**src/rtl/pfq_pkg.sv**
```systemverilog
package pfq_pkg;
    typedef enum logic [1:0] {
        ST_IDLE  = 2'd0,
        ST_FETCH = 2'd1,
        ST_GRANT = 2'd2
    } fetch_state_t;
endpackage

```
**src/rtl/pfq_addr_ctr.sv**
```systemverilog
module pfq_addr_ctr #(
    parameter int              AW         = 16,
    parameter logic [AW-1:0]   RESET_ADDR = '0
) (
    input  logic          clk,
    input  logic          rst_n,
    input  logic          load,
    input  logic [AW-1:0] load_val,
    input  logic          step,
    output logic [AW-1:0] ctr
);
    // A branch load always wins over a step in the same clock.
    always_ff @(posedge clk or negedge rst_n) begin
        if (!rst_n) begin
            ctr <= RESET_ADDR;
        end else if (load) begin
            ctr <= load_val;
        end else if (step) begin
            ctr <= ctr + AW'(1);
        end
    end
endmodule

```
**src/rtl/pfq_code_buf.sv**
```systemverilog
module pfq_code_buf #(
    parameter int DEPTH = 4,
    parameter int DW    = 8
) (
    input  logic                         clk,
    input  logic                         rst_n,
    input  logic                         flush,
    input  logic                         push,
    input  logic [DW-1:0]                push_data,
    input  logic                         pop,
    output logic [DW-1:0]                head_data,
    output logic [$clog2(DEPTH+1)-1:0]   level
);
    localparam int PTRW = (DEPTH > 1) ? $clog2(DEPTH) : 1;
    localparam int CNTW = $clog2(DEPTH + 1);

    logic [DW-1:0]   slot [DEPTH];
    logic [PTRW-1:0] head;
    logic [PTRW-1:0] wr_ptr;

    // DEPTH is a power of two, so the tail wraps by truncation.
    assign wr_ptr    = head + PTRW'(level);
    assign head_data = slot[head];

    for (genvar g = 0; g < DEPTH; g++) begin : g_slot
        always_ff @(posedge clk or negedge rst_n) begin
            if (!rst_n) begin
                slot[g] <= '0;
            end else if (push && !flush && (wr_ptr == PTRW'(g))) begin
                slot[g] <= push_data;
            end
        end
    end

    always_ff @(posedge clk or negedge rst_n) begin
        if (!rst_n) begin
            head  <= '0;
            level <= '0;
        end else if (flush) begin
            head  <= '0;
            level <= '0;
        end else begin
            head  <= head + PTRW'(pop);
            level <= level + CNTW'(push) - CNTW'(pop);
        end
    end

    p_no_overflow_r2: assert property (@(posedge clk) disable iff (!rst_n)
        level <= CNTW'(DEPTH));
    p_no_push_full_r2: assert property (@(posedge clk) disable iff (!rst_n)
        push |-> (level < CNTW'(DEPTH)));
    p_no_pop_empty_r10: assert property (@(posedge clk) disable iff (!rst_n)
        pop |-> (level != '0));
endmodule

```
**src/rtl/pfq_fetch_fsm.sv**
```systemverilog
module pfq_fetch_fsm
    import pfq_pkg::*;
#(
    parameter int DEPTH = 4
) (
    input  logic                       clk,
    input  logic                       rst_n,
    input  logic                       bus_en,
    input  logic                       eff_req,
    input  logic                       stop_req,
    input  logic                       branch,
    input  logic                       rd_ack,
    input  logic                       pop,
    input  logic [$clog2(DEPTH+1)-1:0] level,
    output logic                       rd_req,
    output logic                       push,
    output logic                       stop_gnt
);
    localparam int CNTW = $clog2(DEPTH + 1);

    fetch_state_t st, st_nx;
    logic [CNTW:0] lvl_after;
    logic          has_room;

    assign lvl_after = {1'b0, level} + (CNTW+1)'(1) - (CNTW+1)'(pop);
    assign has_room  = level < CNTW'(DEPTH);

    always_ff @(posedge clk or negedge rst_n) begin
        if (!rst_n) begin
            st <= ST_IDLE;
        end else begin
            st <= st_nx;
        end
    end

    always_comb begin
        st_nx = st;
        if (bus_en) begin
            unique case (st)
                ST_IDLE: begin
                    if (stop_req) begin
                        st_nx = ST_GRANT;
                    end else if (eff_req && (branch || has_room)) begin
                        st_nx = ST_FETCH;
                    end
                end
                ST_FETCH: begin
                    if (branch) begin
                        st_nx = stop_req ? ST_GRANT : (eff_req ? ST_FETCH : ST_IDLE);
                    end else if (!eff_req) begin
                        st_nx = stop_req ? ST_GRANT : ST_IDLE;
                    end else if (rd_ack) begin
                        if (stop_req) begin
                            st_nx = ST_GRANT;
                        end else if (lvl_after < (CNTW+1)'(DEPTH)) begin
                            st_nx = ST_FETCH;
                        end else begin
                            st_nx = ST_IDLE;
                        end
                    end
                end
                ST_GRANT: begin
                    if (!stop_req) begin
                        st_nx = ST_IDLE;
                    end
                end
                default: st_nx = ST_IDLE;
            endcase
        end
    end

    always_comb begin
        rd_req   = (st == ST_FETCH) && eff_req && bus_en;
        push     = rd_req && rd_ack && !branch;
        stop_gnt = (st == ST_GRANT);
    end

    p_grant_after_req_r7: assert property (@(posedge clk) disable iff (!rst_n)
        $rose(stop_gnt) |-> $past(stop_req));
    p_grant_drop_r8: assert property (@(posedge clk) disable iff (!rst_n)
        (stop_gnt && !stop_req && bus_en) |=> !stop_gnt);
    p_hold_read_r7: assert property (@(posedge clk) disable iff (!rst_n)
        (rd_req && !rd_ack && !branch && stop_req) |=> !stop_gnt);
endmodule

```
**src/rtl/prefetch_queue_ctrl.sv**
```systemverilog
module prefetch_queue_ctrl #(
    parameter int            AW         = 16,
    parameter int            DW         = 8,
    parameter int            QDEPTH     = 4,
    parameter logic [AW-1:0] RESET_ADDR = '0
) (
    input  logic                          clk,
    input  logic                          rst_n,
    input  logic                          bus_en,
    input  logic                          cpu_run,
    input  logic                          ins_req,
    input  logic                          ins_take,
    input  logic                          br_load,
    input  logic [AW-1:0]                 br_pc,
    input  logic                          stop_req,
    output logic                          stop_gnt,
    output logic                          rd_req,
    output logic [AW-1:0]                 rd_addr,
    input  logic                          rd_ack,
    input  logic [DW-1:0]                 rd_data,
    output logic                          ins_valid,
    output logic [DW-1:0]                 ins_data,
    output logic [$clog2(QDEPTH+1)-1:0]   q_level
);
    logic eff_req;
    logic branch;
    logic push;
    logic pop;

    // Request only counts while the core is actually running.
    assign eff_req   = ins_req && cpu_run;
    assign branch    = br_load && bus_en;
    assign pop       = bus_en && cpu_run && ins_take && (q_level != '0) && !br_load;
    assign ins_valid = pop;

    pfq_fetch_fsm #(.DEPTH(QDEPTH)) u_fsm (
        .clk      (clk),
        .rst_n    (rst_n),
        .bus_en   (bus_en),
        .eff_req  (eff_req),
        .stop_req (stop_req),
        .branch   (branch),
        .rd_ack   (rd_ack),
        .pop      (pop),
        .level    (q_level),
        .rd_req   (rd_req),
        .push     (push),
        .stop_gnt (stop_gnt)
    );

    pfq_addr_ctr #(.AW(AW), .RESET_ADDR(RESET_ADDR)) u_ctr (
        .clk      (clk),
        .rst_n    (rst_n),
        .load     (branch),
        .load_val (br_pc),
        .step     (push),
        .ctr      (rd_addr)
    );

    pfq_code_buf #(.DEPTH(QDEPTH), .DW(DW)) u_buf (
        .clk       (clk),
        .rst_n     (rst_n),
        .flush     (branch),
        .push      (push),
        .push_data (rd_data),
        .pop       (pop),
        .head_data (ins_data),
        .level     (q_level)
    );

    p_ctr_hold_halt_r5: assert property (@(posedge clk) disable iff (!rst_n)
        (!cpu_run && !br_load) |=> $stable(rd_addr));
    p_ctr_hold_noreq_r4: assert property (@(posedge clk) disable iff (!rst_n)
        (!ins_req && !br_load) |=> $stable(rd_addr));
    p_freeze_r9: assert property (@(posedge clk) disable iff (!rst_n)
        !bus_en |=> ($stable(q_level) && $stable(rd_addr) && $stable(stop_gnt)));
    p_branch_flush_r6: assert property (@(posedge clk) disable iff (!rst_n)
        (br_load && bus_en) |=> ((q_level == '0) && (rd_addr == $past(br_pc))));
    p_no_read_granted_r7: assert property (@(posedge clk) disable iff (!rst_n)
        stop_gnt |-> !rd_req);
endmodule

```
**config.mk**
```make
export PLATFORM = sky130hd
export DESIGN_NAME = prefetch_queue_ctrl
export DESIGN_NICKNAME = d
export VERILOG_FILES = /design/src/rtl/pfq_pkg.sv /design/src/rtl/pfq_addr_ctr.sv /design/src/rtl/pfq_code_buf.sv /design/src/rtl/pfq_fetch_fsm.sv /design/src/rtl/prefetch_queue_ctrl.sv
export SDC_FILE = /design/constraint.sdc
export NUM_CORES = 1
export LEC_CHECK = 0
export ABC_AREA = 1
export BUFFER_PORTS_ARGS = -buffer_cell sky130_fd_sc_hd__buf_2
export CELL_PAD_IN_SITES_DETAIL_PLACEMENT = 1
export CELL_PAD_IN_SITES_GLOBAL_PLACEMENT = 2
export CORE_UTILIZATION = 32
export CTS_BUF_LIST = sky130_fd_sc_hd__clkbuf_8
export DETAILED_ROUTE_END_ITERATION = 8
export GPL_TIMING_DRIVEN = 1
export PLACE_DENSITY = 0.79
export SLEW_MARGIN = 20
export SYNTH_ARGS = -nofsm -noshare
export SYNTH_HDL_FRONTEND = slang
export SYNTH_SLANG_ARGS = --single-unit
export TNS_END_PERCENT = 5
```
**constraint.sdc**
```tcl
create_clock -name clk -period 3.2 [get_ports clk]
set_clock_uncertainty 0.15 [all_clocks]
set_input_delay 0.16 -clock clk [delete_from_list [all_inputs] [get_ports clk]]
set_output_delay 0.16 -clock clk [all_outputs]
set_load 0.01 [all_outputs]
```
# Word-level counts from Yosys, hierarchy flattened

Index checks and enable logic that the tools add are counted.
W data, S select, Z words.

Bits in registers: 55
Input port bits: 33
Logic and storage cells: 70

$add $sub $neg: 7
$lt $le $gt $ge: 3
Eq/ne operators: 8
Multiplexer cells: 19
Bitwise operators: 1
Reductions and logical operators: 24

Operators with widths:

| cell                    | count |
|---|---|
| $mux W16                | 2 |
| $mux W2                 | 10 |
| $add A16 B1 Y16 const B | 1 |
| $bmux W8 S2             | 1 |
| $logic_and A1 B1 Y1     | 16 |
| $mux W8                 | 2 |
| $eq A2 B2 Y1 const B    | 3 |
| $pmux W2 S3             | 1 |
| $add A3 B1 Y4 const B   | 1 |
| $eq A2 B1 Y1 const B    | 2 |
| $logic_not A2 Y1        | 2 |
| $lt A4 B3 Y1 const B    | 1 |
| $ne A4 B3 Y1 const B    | 1 |
| $reduce_and A4 Y1       | 1 |
| $sub A4 B1 Y4           | 1 |
| $add A3 B1 Y3           | 1 |
| $ge A3 B3 Y1 const B    | 1 |
| $lt A3 B3 Y1 const B    | 1 |
| $mux W3                 | 1 |
| $ne A3 B2 Y1 const B    | 1 |
| $not A2 Y3              | 1 |
| $reduce_bool A3 Y1      | 1 |
| $sub A3 B1 Y3           | 1 |
| $add A2 B1 Y2           | 1 |
| 6 further kinds         | 8 |

# Logic depth before layout (Yosys ltp)

Gate-level depths: netlist of run 1.

Depth in word-level cells: 12
Mapped depth: 13

# By module

A second synthesis of run 1 with hierarchy kept.

Cell total of the unflattened synthesis: 415
Area, all modules: 3198.1 µm²

By module, submodules not included:

| module              | instances | cells an instance | area each (µm²) |
|---|---|---|---|
| pfq_code_buf        | 1         | 218               | 1860.5 |
| pfq_addr_ctr        | 1         | 141               | 1034.7 |
| pfq_fetch_fsm       | 1         | 42                | 247.7 |
| prefetch_queue_ctrl | 1         | 14                | 55.1 |

# Least setup slack after synthesis of run 1

No wires, ideal clock.

Path type: register -> register
Start: reg u_fsm.st[1]
End: reg u_buf.level[2]
Library setup time: 86 ps
Arrival: 2154 ps
Data required time: 2964 ps
Path slack: 810 ps
Stages on the path, launching flop included: 14
Path buffers: 2
Clock period less this slack: 2390 ps
Cell sequence: dfrtp_1 -> inv_2 -> nand2_2 -> nor2_4 -> nand4_2 -> buf_6 -> buf_8 -> ha_1 -> inv_1 -> ha_1 -> inv_1 -> fa_1 -> and3_1 -> nor3_1

Cells in the longest elaborated chain, start to end: 8

Ends and longest elaborated chain:

| what                             | line                | source |
|---|---|---|
| from (decl)                      | pfq_fetch_fsm.sv:21 | `fetch_state_t st, st_nx;` |
| from (signal assigned)           | pfq_fetch_fsm.sv:32 | `st <= st_nx;` |
| $eq A2 B1 Y1                     | pfq_fetch_fsm.sv:73 | `rd_req = (st == ST_FETCH) && eff_req && bus_en;` |
| $logic_and A1 B1 Y1 (2 in a row) | pfq_fetch_fsm.sv:73 |  |
| $logic_and A1 B1 Y1 (2 in a row) | pfq_fetch_fsm.sv:74 | `push = rd_req && rd_ack && !branch;` |
| $add A3 B1 Y3                    | pfq_code_buf.sv:44  | `level <= level + CNTW'(push) - CNTW'(pop);` |
| $sub A3 B1 Y3                    | pfq_code_buf.sv:44  |  |
| $mux W3                          | pfq_code_buf.sv:39  | `end else if (flush) begin` |
| to (signal assigned)             | pfq_code_buf.sv:44  |  |
| to (decl)                        | pfq_code_buf.sv:12  | `output logic [$clog2(DEPTH+1)-1:0] level` |

No other way between the ends.
A chain may end at the register's enable or synchronous reset.

# Worst setup path in the final report of run 1

Same ends and word-level chain as after synthesis.

==> metrics.md, run 1 <==
| Metric | Value |
|---|---|
| Final TNS setup | `0 ns` |
| Initial antenna violation count | `0` |
| Final WL | `9.81 mm` |
| Pins over their slew limit | `0` |
| Count of input and output buffers | `62` |
| Int Power | `0.00123 W` |
| Final worst path period need | `2.43 ns` |
| Clock share of power | `20.9%` |
| Starting Density | `33.6%` |
| Antenna Violating Nets Remaining | `0` |
| RSZ-0062 raised after global routing | `false` |
| # rows | `35` |
| Gate power share | `33.5%` |
| Final Core Density | `41.8%` |
| Max Fanout on Critical Path | `20` |
| Drt drc | `0` |
| DRT Pass-1 Iters | `4` |
| Vias in the first global route | `3347` |
| #FFs+latches synth | `55` |
| CP arrival | `2.51 ns` |
| Vias | `3130` |
| Die height | `101 µm` |
| Hold Fails Final Rpt | `0` |
| Synthesized area | `3140 µm²` |
| Leak Pwr | `2.08 nW` |
| Synth async-reset ratio | `100%` |
| Worst Tran Pin Value | `0.521 ns` |
| Clock Sinks | `55` |
| Min setup slack post-route | `0.771 ns` |
| CTS tree | `done` |
| Crit Path Category | `reg2reg` |
| Max Freq | `412 MHz` |
| Number of synthesized flops with an enable pin | `0` |
| Slew headroom | `65.3%` |
| First-pass GRT wire length | `16.7 mm` |
| Antenna diodes | `0` |
| Overall Global Routing Usage | `20.9%` |
| Post-Place Cells | `617` |
| Sequential share of the synthesized area | `43.8%` |
| Ports | `63` |
| Crit end category | `flop` |
| Final period util | `75.9%` |
| GR Overflow Total | `0` |
| Htree depth | `2` |
| Max clock buf depth | `2` |
| Maximum vdd drop | `196 µV` |
| GP Congestion | `0.817` |
| Die footprint | `10200 µm²` |
| Mapped Cells | `433` |
| Startpoint types | `flop` |
| Status | `finished, final reports clean` |
| Mapped Avg Cell Area | `7.26 µm²` |
| Commonest non-fill, non-tap cells in the layout | `nand2_1 (166), buf_2 (62), dfrtp_1 (55), nand3_1 (44), nor2_1 (43)` |
| Dpl hpwl | `6.91 mm` |
| 1st-iter DRT viols | `88` |
| Clock transition at path regs | `0.11 ns` |
| Synthesis-to-layout area growth | `24.6%` |
| Synth warn | `0` |
| Dominant synthesized flop cell | `dfrtp_1` |
| Most common cell after layout, fill and taps aside | `nand2_1` |
| Layout cells sized above 1 | `18.0%` |
| Largest net degree at the start of global routing | `38` |
| CORE AREA | `9370 µm²` |
| Die extent in x | `101 µm` |
| Sw frac | `38.0%` |
| Hold WC Path Type | `in2reg` |
| Worst skew pair latency | `0.30 ns` |
| Post-Layout Cell Count | `650` |
| NetSw | `0.000753 W` |
| Syn Nets | `472` |
| WL/cell | `15.1 µm` |
| Post-CTS Setup Repair Bufs | `0` |
| Place WS | `0.766 ns` |
| Required @ worst endpoint | `3.28 ns` |
| Flop pwr share | `45.6%` |
| Count of cell types in the netlist | `31` |
| Max Cap Viol | `0` |
| TritonCTS Buffers | `5` |
| CTS root buf | `clkbuf_8` |
| PD cells | `505 nW/µm²` |
| # nets final | `559` |
| Via density | `4.82` |
| Final setup viols | `0` |
## worst max-delay path, stage by stage, from the launching register on
cell,delay (ns)
dfrtp_1,0.40
inv_2,0.10
nand2_2,0.07
nor2_4,0.14
nand4_2,0.08
buf_4,0.22
ha_1,0.30
inv_1,0.06
ha_1,0.14
inv_1,0.05
fa_1,0.37
and3_1,0.18
nor3_1,0.11
## cells by family after synthesis
kind of cell | count (synthesis) | share of synthesized area, %
simple gates | 278 | 38.1
flops | 55 | 43.8
compound gates | 48 | 8.12
fa+ha+maj | 6 | 2.63
xor+xnor | 5 | 1.39
buf+inv | 41 | 5.97
## state kept, by name (all words and copies together) (netlist names)
| signal | flops |
|---|---|
| u_ctr.ctr | 16 |
| u_buf.slot | 32 |
| u_buf.head | 2 |
| u_fsm.st | 2 |
| u_buf.level | 3 |
## synthesized netlist by cell type, types with 4 or more instances
cell     instances  area (µm²)
ha_1             5        62.6
o21ai_0         25         125
nor2_4           4        45.0
nand3_1         44         220
nand2_1        166         623
nand4_1          6        37.5
inv_1           25        93.8
dfrtp_1         55        1380
nor2_1          43         161
inv_2            5        18.8
o22ai_1          8        50.1
o21ai_1         10        50.1
nand2_2          5        31.3
## through the flow
step                hold WS (ns)  instance area, µm²  power, W
floorplan                 -0.286                3140   0.00129
global placement        -0.00489                3570   0.00155
detailed placement      -0.00650                3570   0.00156
CTS                       0.0420                3920   0.00201
global route              0.0509                3920   0.00214
finish                    0.0476                3920   0.00198
## power groups by stage
stage	combinational, W	sequential [W]	clock (W)
CTS	0.000673	0.000903	0.000437
finish	0.000663	0.000902	0.000414
floorplan	0.000381	0.000914	0
global placement	0.000634	0.000913	0
global route	0.000752	0.000921	0.000463
detailed placement	0.000645	0.000917	0
## layout make-up
cell class              count  area (µm²)
multi-input cells         337        1580
clock buffers               6        82.6
repair buffers             91         591
flip-flops and latches     55        1380
fillers                  1241        5460
inverters                  30         113
clock inverters             2        12.5
well taps                 129         161
## layer usage
metal | vias to the layer above | GRT usage (%) | routed length [µm]
met5 | - | 0 | 0
met4 | 0 | 3.46 | 68
li1 | 1574 | - | -
met2 | 43 | 35.3 | 4630
met1 | 1509 | 29.3 | 4890
met3 | 4 | 2.36 | 218
## path summary, 6_finish.rpt
| path | from | to | slack (ns) | cells after the start |
|---|---|---|---|---|
| max | u_fsm.st[1]$_DFFE_PN0P_ | u_buf.level[2]$_DFF_PN0_ | 0.77 | 12 |
| min | br_pc[1] | u_ctr.ctr[1]$_DFFE_PN0P_ | 0.05 | 4 |
| max reg2reg | u_fsm.st[1]$_DFFE_PN0P_ | u_buf.level[2]$_DFF_PN0_ | 0.77 | 12 |
| min reg2reg | u_buf.slot[12]$_DFFE_PN0P_ | u_buf.slot[12]$_DFFE_PN0P_ | 0.33 | 2 |
| max in group asynchronous | rst_n | u_ctr.ctr[9]$_DFFE_PN0P_ | 1.83 | 3 |
| min in group asynchronous | rst_n | u_buf.slot[1]$_DFFE_PN0P_ | 0.18 | 2 |
## what timing repair did
item	in CTS	in global routing
resized for setup	0	0
endpoints found under the setup margin	0	0
hold endpoints to repair	65	0
hold buffers	25	0
Note: power is estimated with default switching activity, not from simulation.
==> inputs of run 2 (changes only) <==
- ABC_AREA: 1 -> 0
- CORE_UTILIZATION: 32 -> 34
- PLACE_DENSITY: 0.79 -> 0.75
- clock period: 3.2 -> 2 ns (I/O delays scaled with it)
==> run 2 against run 1 <==
  * The run now ends with setup timing left
  * Clock power is 110% higher
  * Synthesized cell count is 42% lower
  * Utilization is 6.4 points higher
  * Sequential cell count stayed put
  * Maximum frequency is 13% higher
  * Clock-buffer cell count is 1 lower
  * Sequential power is 45% higher
  * Global-route usage is 3.0 points lower
  * Register-to-register slack worse by 0.92 ns
  * First-iteration DRC count is 63% lower
  * Wire length is 20% lower
  * Largest cell class unchanged
  * Highest routed layer unchanged
==> metrics.md, run 2 <==
| Metric | Value |
|---|---|
| Clock Sinks | `55` |
| Hold Fails Final Rpt | `0` |
| Final worst path period need | `2.15 ns` |
| Max Cap Viol | `0` |
| Final setup viols | `9` |
| DRT Pass-1 Iters | `4` |
| Synth area leader | `dfrtp_1` |
| Min setup slack post-route | `-0.154 ns` |
| Clock transition at path regs | `0.10 ns` |
| Pins over their slew limit | `0` |
| Initial antenna violation count | `0` |
| GR Overflow Total | `0` |
| Synthesis-to-layout area growth | `37.8%` |
| RR Endpoint | `u_buf.level[2]$_DFF_PN0_` |
| Dpl hpwl | `5.91 mm` |
| Most flop-heavy register | `u_buf.slot` |
| Sequential share of the synthesized area | `45.1%` |
| Final WL | `7.84 mm` |
| Layout cells sized above 1 | `46.4%` |
| Worst skew pair latency | `0.31 ns` |
| Synth warn | `0` |
| Clock share of power | `29.6%` |
| Status | `complete, but fails checks` |
| Commonest non-fill, non-tap cells in the layout | `buf_2 (62), dfrtp_1 (53), mux2_2 (34), buf_4 (34), dlygate4sd3_1 (26)` |
| WL/cell | `16.3 µm` |
| Drt drc | `0` |
| Number of synthesized flops with an enable pin | `0` |
| FF-to-FF Start | `u_fsm.st[1]$_DFFE_PN0P_` |
| Starting Density | `35.0%` |
| Maximum vdd drop | `352 µV` |
| Count of input and output buffers | `62` |
| Synth async-reset ratio | `100%` |
| Max Fanout on Critical Path | `2` |
| GP Congestion | `0.727` |
| Slew headroom | `69.4%` |
| RSZ-0062 raised after global routing | `true` |
| Vias in the first global route | `2687` |
| Multi-input logic area | `1670 µm²` |
| # nets final | `411` |
| Crit Path Category | `reg2reg` |
| Final TNS setup | `-0.270 ns` |
| Max Freq | `464 MHz` |
| Crit end category | `flop` |
| Worst Tran Pin Value | `0.459 ns` |
| Die footprint | `9360 µm²` |
| Place WS | `-0.265 ns` |
| Largest registers | `u_buf.slot x32, u_ctr.ctr x16, u_buf.level x3` |
| Most common cell after layout, fill and taps aside | `buf_2` |
| TritonCTS Buffers | `5` |
| Post-Layout Cell Count | `481` |
| Flop pwr share | `45.3%` |
| Count of cell types in the netlist | `52` |
| Startpoint types | `flop` |
| Dominant synthesized flop cell | `dfrtp_1` |
| # rows | `34` |
| Post-DP Area | `3760 µm²` |
| Post-Place Cells | `446` |
| CORE AREA | `8720 µm²` |
| Fin area | `4210 µm²` |
| Largest net degree at the start of global routing | `35` |
| Synth top cells by count | `dfrtp_1 (55), mux2_2 (34), nand2_1 (12)` |
| Hold WC Path Type | `in2async` |
| Die height | `96.7 µm` |
| CTS tree | `done` |
| Die extent in x | `96.7 µm` |
| Syn Nets | `291` |
| Critical path endpoint | `u_buf.level[2]$_DFF_PN0_` |
| Max clock buf depth | `2` |
| Mapped Avg Cell Area | `12.1 µm²` |
| Final period util | `108%` |
| Failing checks | `setup timing` |
| #FFs+latches synth | `55` |
| Int Power | `0.00206 W` |
| Largest register FFs | `32` |
| Antenna Violating Nets Remaining | `0` |
| Fillers | `948` |
| PD cells | `686 nW/µm²` |
| Overall Global Routing Usage | `17.9%` |
| First-pass GRT wire length | `13.4 mm` |
| Leak Pwr | `1.93 nW` |
| Htree depth | `2` |
| Top post-synthesis cells by area | `dfrtp_1 (45%), mux2_2 (13%), mux4_2 (5.9%), xnor2_1 (2.9%), ha_1 (2.1%)` |
| Gate power share | `25.1%` |
| CTS root buf | `clkbuf_8` |
| Required @ worst endpoint | `2.05 ns` |
| Worst Setup SP | `u_fsm.st[1]$_DFFE_PN0P_` |
| Vias | `2491` |
| Via density | `5.18` |
| 1st-iter DRT viols | `33` |
| Mapped Cells | `252` |
| CP arrival | `2.20 ns` |
| Synthesized area | `3050 µm²` |
| Register cell area after layout | `1380 µm²` |
| R2r setup slk | `-0.15 ns` |
| Ports | `63` |
| Sw frac | `28.7%` |
| Count leader, synth | `dfrtp_1` |
| NetSw | `0.000828 W` |
| Top cell type's share of synthesized area | `45.1%` |
| Worst R2R Path Depth | `11` |
| Antenna diodes | `0` |
-- run 2: changes by cell type after synthesis, moves of 6 or more --
cell | before | now
a22oi_1 | 0 | 7
inv_1 | 25 | 7
mux2_2 | 0 | 34
mux4_2 | 0 | 8
nand2_1 | 166 | 12
nand3_1 | 44 | 8
nor2_1 | 43 | 10
nor3_1 | 1 | 9
nor4_1 | 0 | 6
o21ai_0 | 25 | 10
o21ai_1 | 10 | 0
o22ai_1 | 8 | 1
xnor2_1 | 2 | 10
-- run 2: cell families (layout without fill, tap and decap cells) --
| family | after synthesis | count (layout) | share of synthesized area [%] |
|---|---|---|---|
| compound gates | 33 | 33 | 7.83 |
| xor+xnor | 12 | 12 | 3.44 |
| fa+ha+maj | 6 | 6 | 2.71 |
| buf+inv | 19 | 140 | 2.87 |
| flops | 55 | 55 | 45.1 |
| mux | 46 | 46 | 19.8 |
| simple gates | 81 | 81 | 18.3 |
-- run 2: worst min path at each step --
stage                                            end  start  slack [ns]  cells past startpoint
after floorplan              u_buf.head[0]$_DFF_PN0_  rst_n       -0.35                      0
after global placement    u_buf.slot[20]$_DFFE_PN0P_  rst_n       -0.05                      2
after detailed placement  u_buf.slot[28]$_DFFE_PN0P_  rst_n       -0.04                      2
after CTS                 u_buf.slot[28]$_DFFE_PN0P_  rst_n        0.15                      3
after global routing      u_buf.slot[28]$_DFFE_PN0P_  rst_n        0.16                      3
final                     u_buf.slot[28]$_DFFE_PN0P_  rst_n        0.14                      3
-- run 2: critical path, cell delays in order, from the launching register on --
cell and delay, ns:
dfrtp_1 0.39, nand4bb_4 0.24, nor2_4 0.13, inv_4 0.05, ha_4 0.21, inv_4 0.05, ha_4 0.12, inv_2 0.03
fa_2 0.32, xor2_1 0.16, xnor2_1 0.13, nor2_1 0.05
-- run 2: per-stage QoR --
stage	hold WS, ns	power (W)	util [%]
6_report	0.143	0.00288	48.2
2_1_floorplan	-0.346	0.00169	-
5_1_grt	0.163	0.00304	48.2
3_3_place_gp	-0.0478	0.00197	43.1
4_1_cts	0.147	0.00292	48.0
3_5_place_dp	-0.0429	0.00200	43.1
-- run 2: layer usage --
metal / wire length, µm / up-vias / part of all wire [%] / global-route usage [%]
met5: 0 / - / 0 / 0
li1: - / 1185 / - / -
met1: 3420 / 1254 / 44 / 22.4
met4: 63 / 0 / 0.80 / 3.79
met2: 4150 / 45 / 53 / 32.6
met3: 212 / 7 / 2.7 / 2.82
-- run 2: cell type report --
type / instances / area share (%)
clock inverters: 3 / 1.52
clock buffers: 5 / 1.64
multi-input cells: 178 / 39.6
flip-flops and latches: 55 / 32.8
repair buffers: 124 / 20.4
inverters: 8 / 0.833
well taps: 108 / 3.21
-- run 2: what timing repair did --
action / in CTS / in global routing
resized for setup: 6 / 4
hold buffers: 26 / 0
pin swaps: 8 / 1
setup endpoints to repair: 33 / 28
buffers inserted: 1 / 0
hold endpoints to repair: 104 / 0
-- run 2: power by group through the flow --
stage / combinational, W / clock, W / sequential [W]
finish: 0.000725 / 0.000853 / 0.00131
global route: 0.000800 / 0.000918 / 0.00132
CTS: 0.000732 / 0.000882 / 0.00131
detailed placement: 0.000676 / 0 / 0.00132
global placement: 0.000661 / 0 / 0.00131
floorplan: 0.000352 / 0 / 0.00134
==> inputs of run 3 (changes only) <==
- CORE_UTILIZATION: 34 -> 37
- PLACE_DENSITY: 0.75 -> 0.77
- clock period: 2 -> 2.4 ns (I/O delays scaled with it)
==> run 3 against run 2 <==
  * The run now ends clean
  * Sequential share of layout area grew 1.9 points
  * Non-clock buffer count shrank 21
  * Register-to-register slack gained 0.29 ns
  * Global-route usage grew 2.4 points
  * Largest cell class unchanged
  * Largest power group unchanged
  * Critical endpoint unchanged
  * Final cell count shrank 5.6%
==> metrics.md, run 3 (synthesized netlist as in run 2, its figures left out) <==
| Metric | Value |
|---|---|
| Critical Path, Cell by Cell | `nand4bb_4 -> nor2_4 -> inv_4 -> ha_1 -> inv_1 -> ha_1 -> inv_1 -> fa_2 -> xor2_1 -> xnor2_1 -> nor2_1` |
| CP arrival | `2.34 ns` |
| Final WL | `8.12 mm` |
| Endpoint, Worst Hold | `u_fsm.st[1]$_DFFE_PN0P_` |
| CTS root buf | `clkbuf_8` |
| Most common cell after layout, fill and taps aside | `buf_2` |
| Clock Sinks | `55` |
| Crit end category | `flop` |
| Multi-input logic area | `1630 µm²` |
| Commonest non-fill, non-tap cells in the layout | `buf_2 (62), dfrtp_1 (55), mux2_2 (34), dlygate4sd3_1 (26), buf_4 (14)` |
| Final worst path period need | `2.27 ns` |
| Maximum vdd drop | `321 µV` |
| Startpoint types | `flop` |
| Required @ worst endpoint | `2.47 ns` |
| Post-Layout Cell Count | `454` |
| Max Cap Viol | `0` |
| Fin area | `3970 µm²` |
| TritonCTS Buffers | `5` |
| 1st-iter DRT viols | `91` |
| CTS tree | `done` |
| Met3 usage | `3.61%` |
| Vias | `2431` |
| Largest net degree at the start of global routing | `56` |
| # rows | `32` |
| Met2 usage | `33.2%` |
| Worst skew pair latency | `0.32 ns` |
| Dpl hpwl | `5.49 mm` |
| Met1 Use GR | `28.3%` |
| Fin Hold WS | `0.0878 ns` |
| Die height | `92.8 µm` |
| Die footprint | `8610 µm²` |
| Hold path depth | `3` |
| Worst R2R Path Depth | `11` |
| # nets final | `390` |
| Worst path max stage delay | `0.40 ns` |
| Critical Path Slowest Stage Cell | `dfrtp_1` |
| Hold WC Path Type | `in2reg` |
| Post-Place Cells | `420` |
| Ports | `63` |
| First-pass GRT wire length | `13.4 mm` |
| Max Fanout on Critical Path | `3` |
| Final TNS setup | `0 ns` |
| Max Freq | `441 MHz` |
| Starting Density | `38.9%` |
| CORE AREA | `7850 µm²` |
| Fillers | `873` |
| Vias in the first global route | `2524` |
| Count of input and output buffers | `62` |
| Final period util | `94.4%` |
| Crit Path Category | `reg2reg` |
| Gr busiest metal | `met2` |
| RR Endpoint | `u_buf.level[2]$_DFF_PN0_` |
| Initial antenna violation count | `0` |
| Antenna diodes | `0` |
| RSZ-0062 raised after global routing | `true` |
| WL/cell | `17.9 µm` |
| Most flop-heavy register | `u_buf.slot` |
| GR Overflow Total | `0` |
| Die extent in x | `92.8 µm` |
| Drt drc | `0` |
| FF-to-FF Start | `u_fsm.st[1]$_DFFE_PN0P_` |
| Hold Fails Final Rpt | `0` |
| Pins over their slew limit | `0` |
| Register cell area after layout | `1380 µm²` |
| Slew headroom | `64.2%` |
| Final setup viols | `0` |
| Overall Global Routing Usage | `20.3%` |
| GP Congestion | `0.698` |
| Layout cells sized above 1 | `41.2%` |
| Post-CTS Setup Repair Bufs | `0` |
| Status | `finished, final reports clean` |
| Synthesis-to-layout area growth | `30.2%` |
| Hold Path Origin | `bus_en` |
| Post-DP Area | `3570 µm²` |
| Max clock buf depth | `2` |
| Largest registers | `u_buf.slot x32, u_ctr.ctr x16, u_buf.level x3` |
| Htree depth | `2` |
| Leak Pwr | `1.82 nW` |
| Clock transition at path regs | `0.11 ns` |
| Via density | `5.35` |
| PD cells | `581 nW/µm²` |
| Worst Tran Pin Value | `0.537 ns` |
| Largest register FFs | `32` |
| DRT Pass-1 Iters | `4` |
| R2r setup slk | `0.13 ns` |
| Antenna Violating Nets Remaining | `0` |
[run 3: repair_timing]
item | 4_1_cts | 5_1_grt
setup endpoints to repair | 0 | 2
endpoints found under the hold margin | 104 | 0
resized for setup | 0 | 4
hold buffers | 26 | 0
[run 3: layer usage]
| metal | vias to the layer above | share of wire [%] | wire length [µm] |
|---|---|---|---|
| met5 | - | 0 | 0 |
| met4 | 0 | 0.84 | 68 |
| met3 | 6 | 3.8 | 308 |
| met2 | 52 | 48 | 3920 |
| met1 | 1227 | 47 | 3820 |
| li1 | 1146 | - | - |
[run 3: report_power, final]
group / internal (W) / total [W] / switching, W / leakage (nW)
clock: 0.000315 / 0.000658 / 0.000343 / 0.0548
sequential: 0.000995 / 0.00109 / 0.0000963 / 0.722
combinational: 0.000271 / 0.000558 / 0.000287 / 1.05
total: 0.00158 / 0.00231 / 0.000726 / 1.82
[run 3: worst max-delay path by stage]
stage | start | endpoint | depth (start not counted)
after floorplan | bus_en | u_buf.level[2]$_DFF_PN0_ | 12
after global placement | u_buf.level[0]$_DFF_PN0_ | u_buf.level[2]$_DFF_PN0_ | 10
after detailed placement | u_buf.level[0]$_DFF_PN0_ | u_buf.level[2]$_DFF_PN0_ | 10
after CTS | u_buf.level[0]$_DFF_PN0_ | u_buf.level[2]$_DFF_PN0_ | 10
after global routing | u_fsm.st[1]$_DFFE_PN0P_ | u_buf.level[2]$_DFF_PN0_ | 11
final | u_fsm.st[1]$_DFFE_PN0P_ | u_buf.level[2]$_DFF_PN0_ | 11
[run 3: area by class of cell]
cell class                 instances  share of cell area [%]
clock buffer                       5                    1.73
clock inverter                     3                    1.17
inverter                           8                   0.819
multi-input combinational        178                    40.9
sequential                        55                    34.6
tap                              102                    3.21
timing repair buffer             103                    17.5
[run 3: critical path: cells and delay by family, from the launching register on]
family,cells,cell delay (ns)
adders and majority gates,3,0.72
and+or+nand+nor,3,0.43
DFF,1,0.40
xor gates and xnor gates,2,0.33
buffers and inverters,3,0.14
[run 3: stage by stage]
step	utilization (%)	power, W	setup slack (ns)
2_1_floorplan	-	0.00140	0.0106
3_3_place_gp	45.6	0.00161	0.154
3_5_place_dp	45.6	0.00163	0.0788
4_1_cts	50.3	0.00231	0.0673
5_1_grt	50.6	0.00242	-0.0129
6_report	50.6	0.00231	0.134
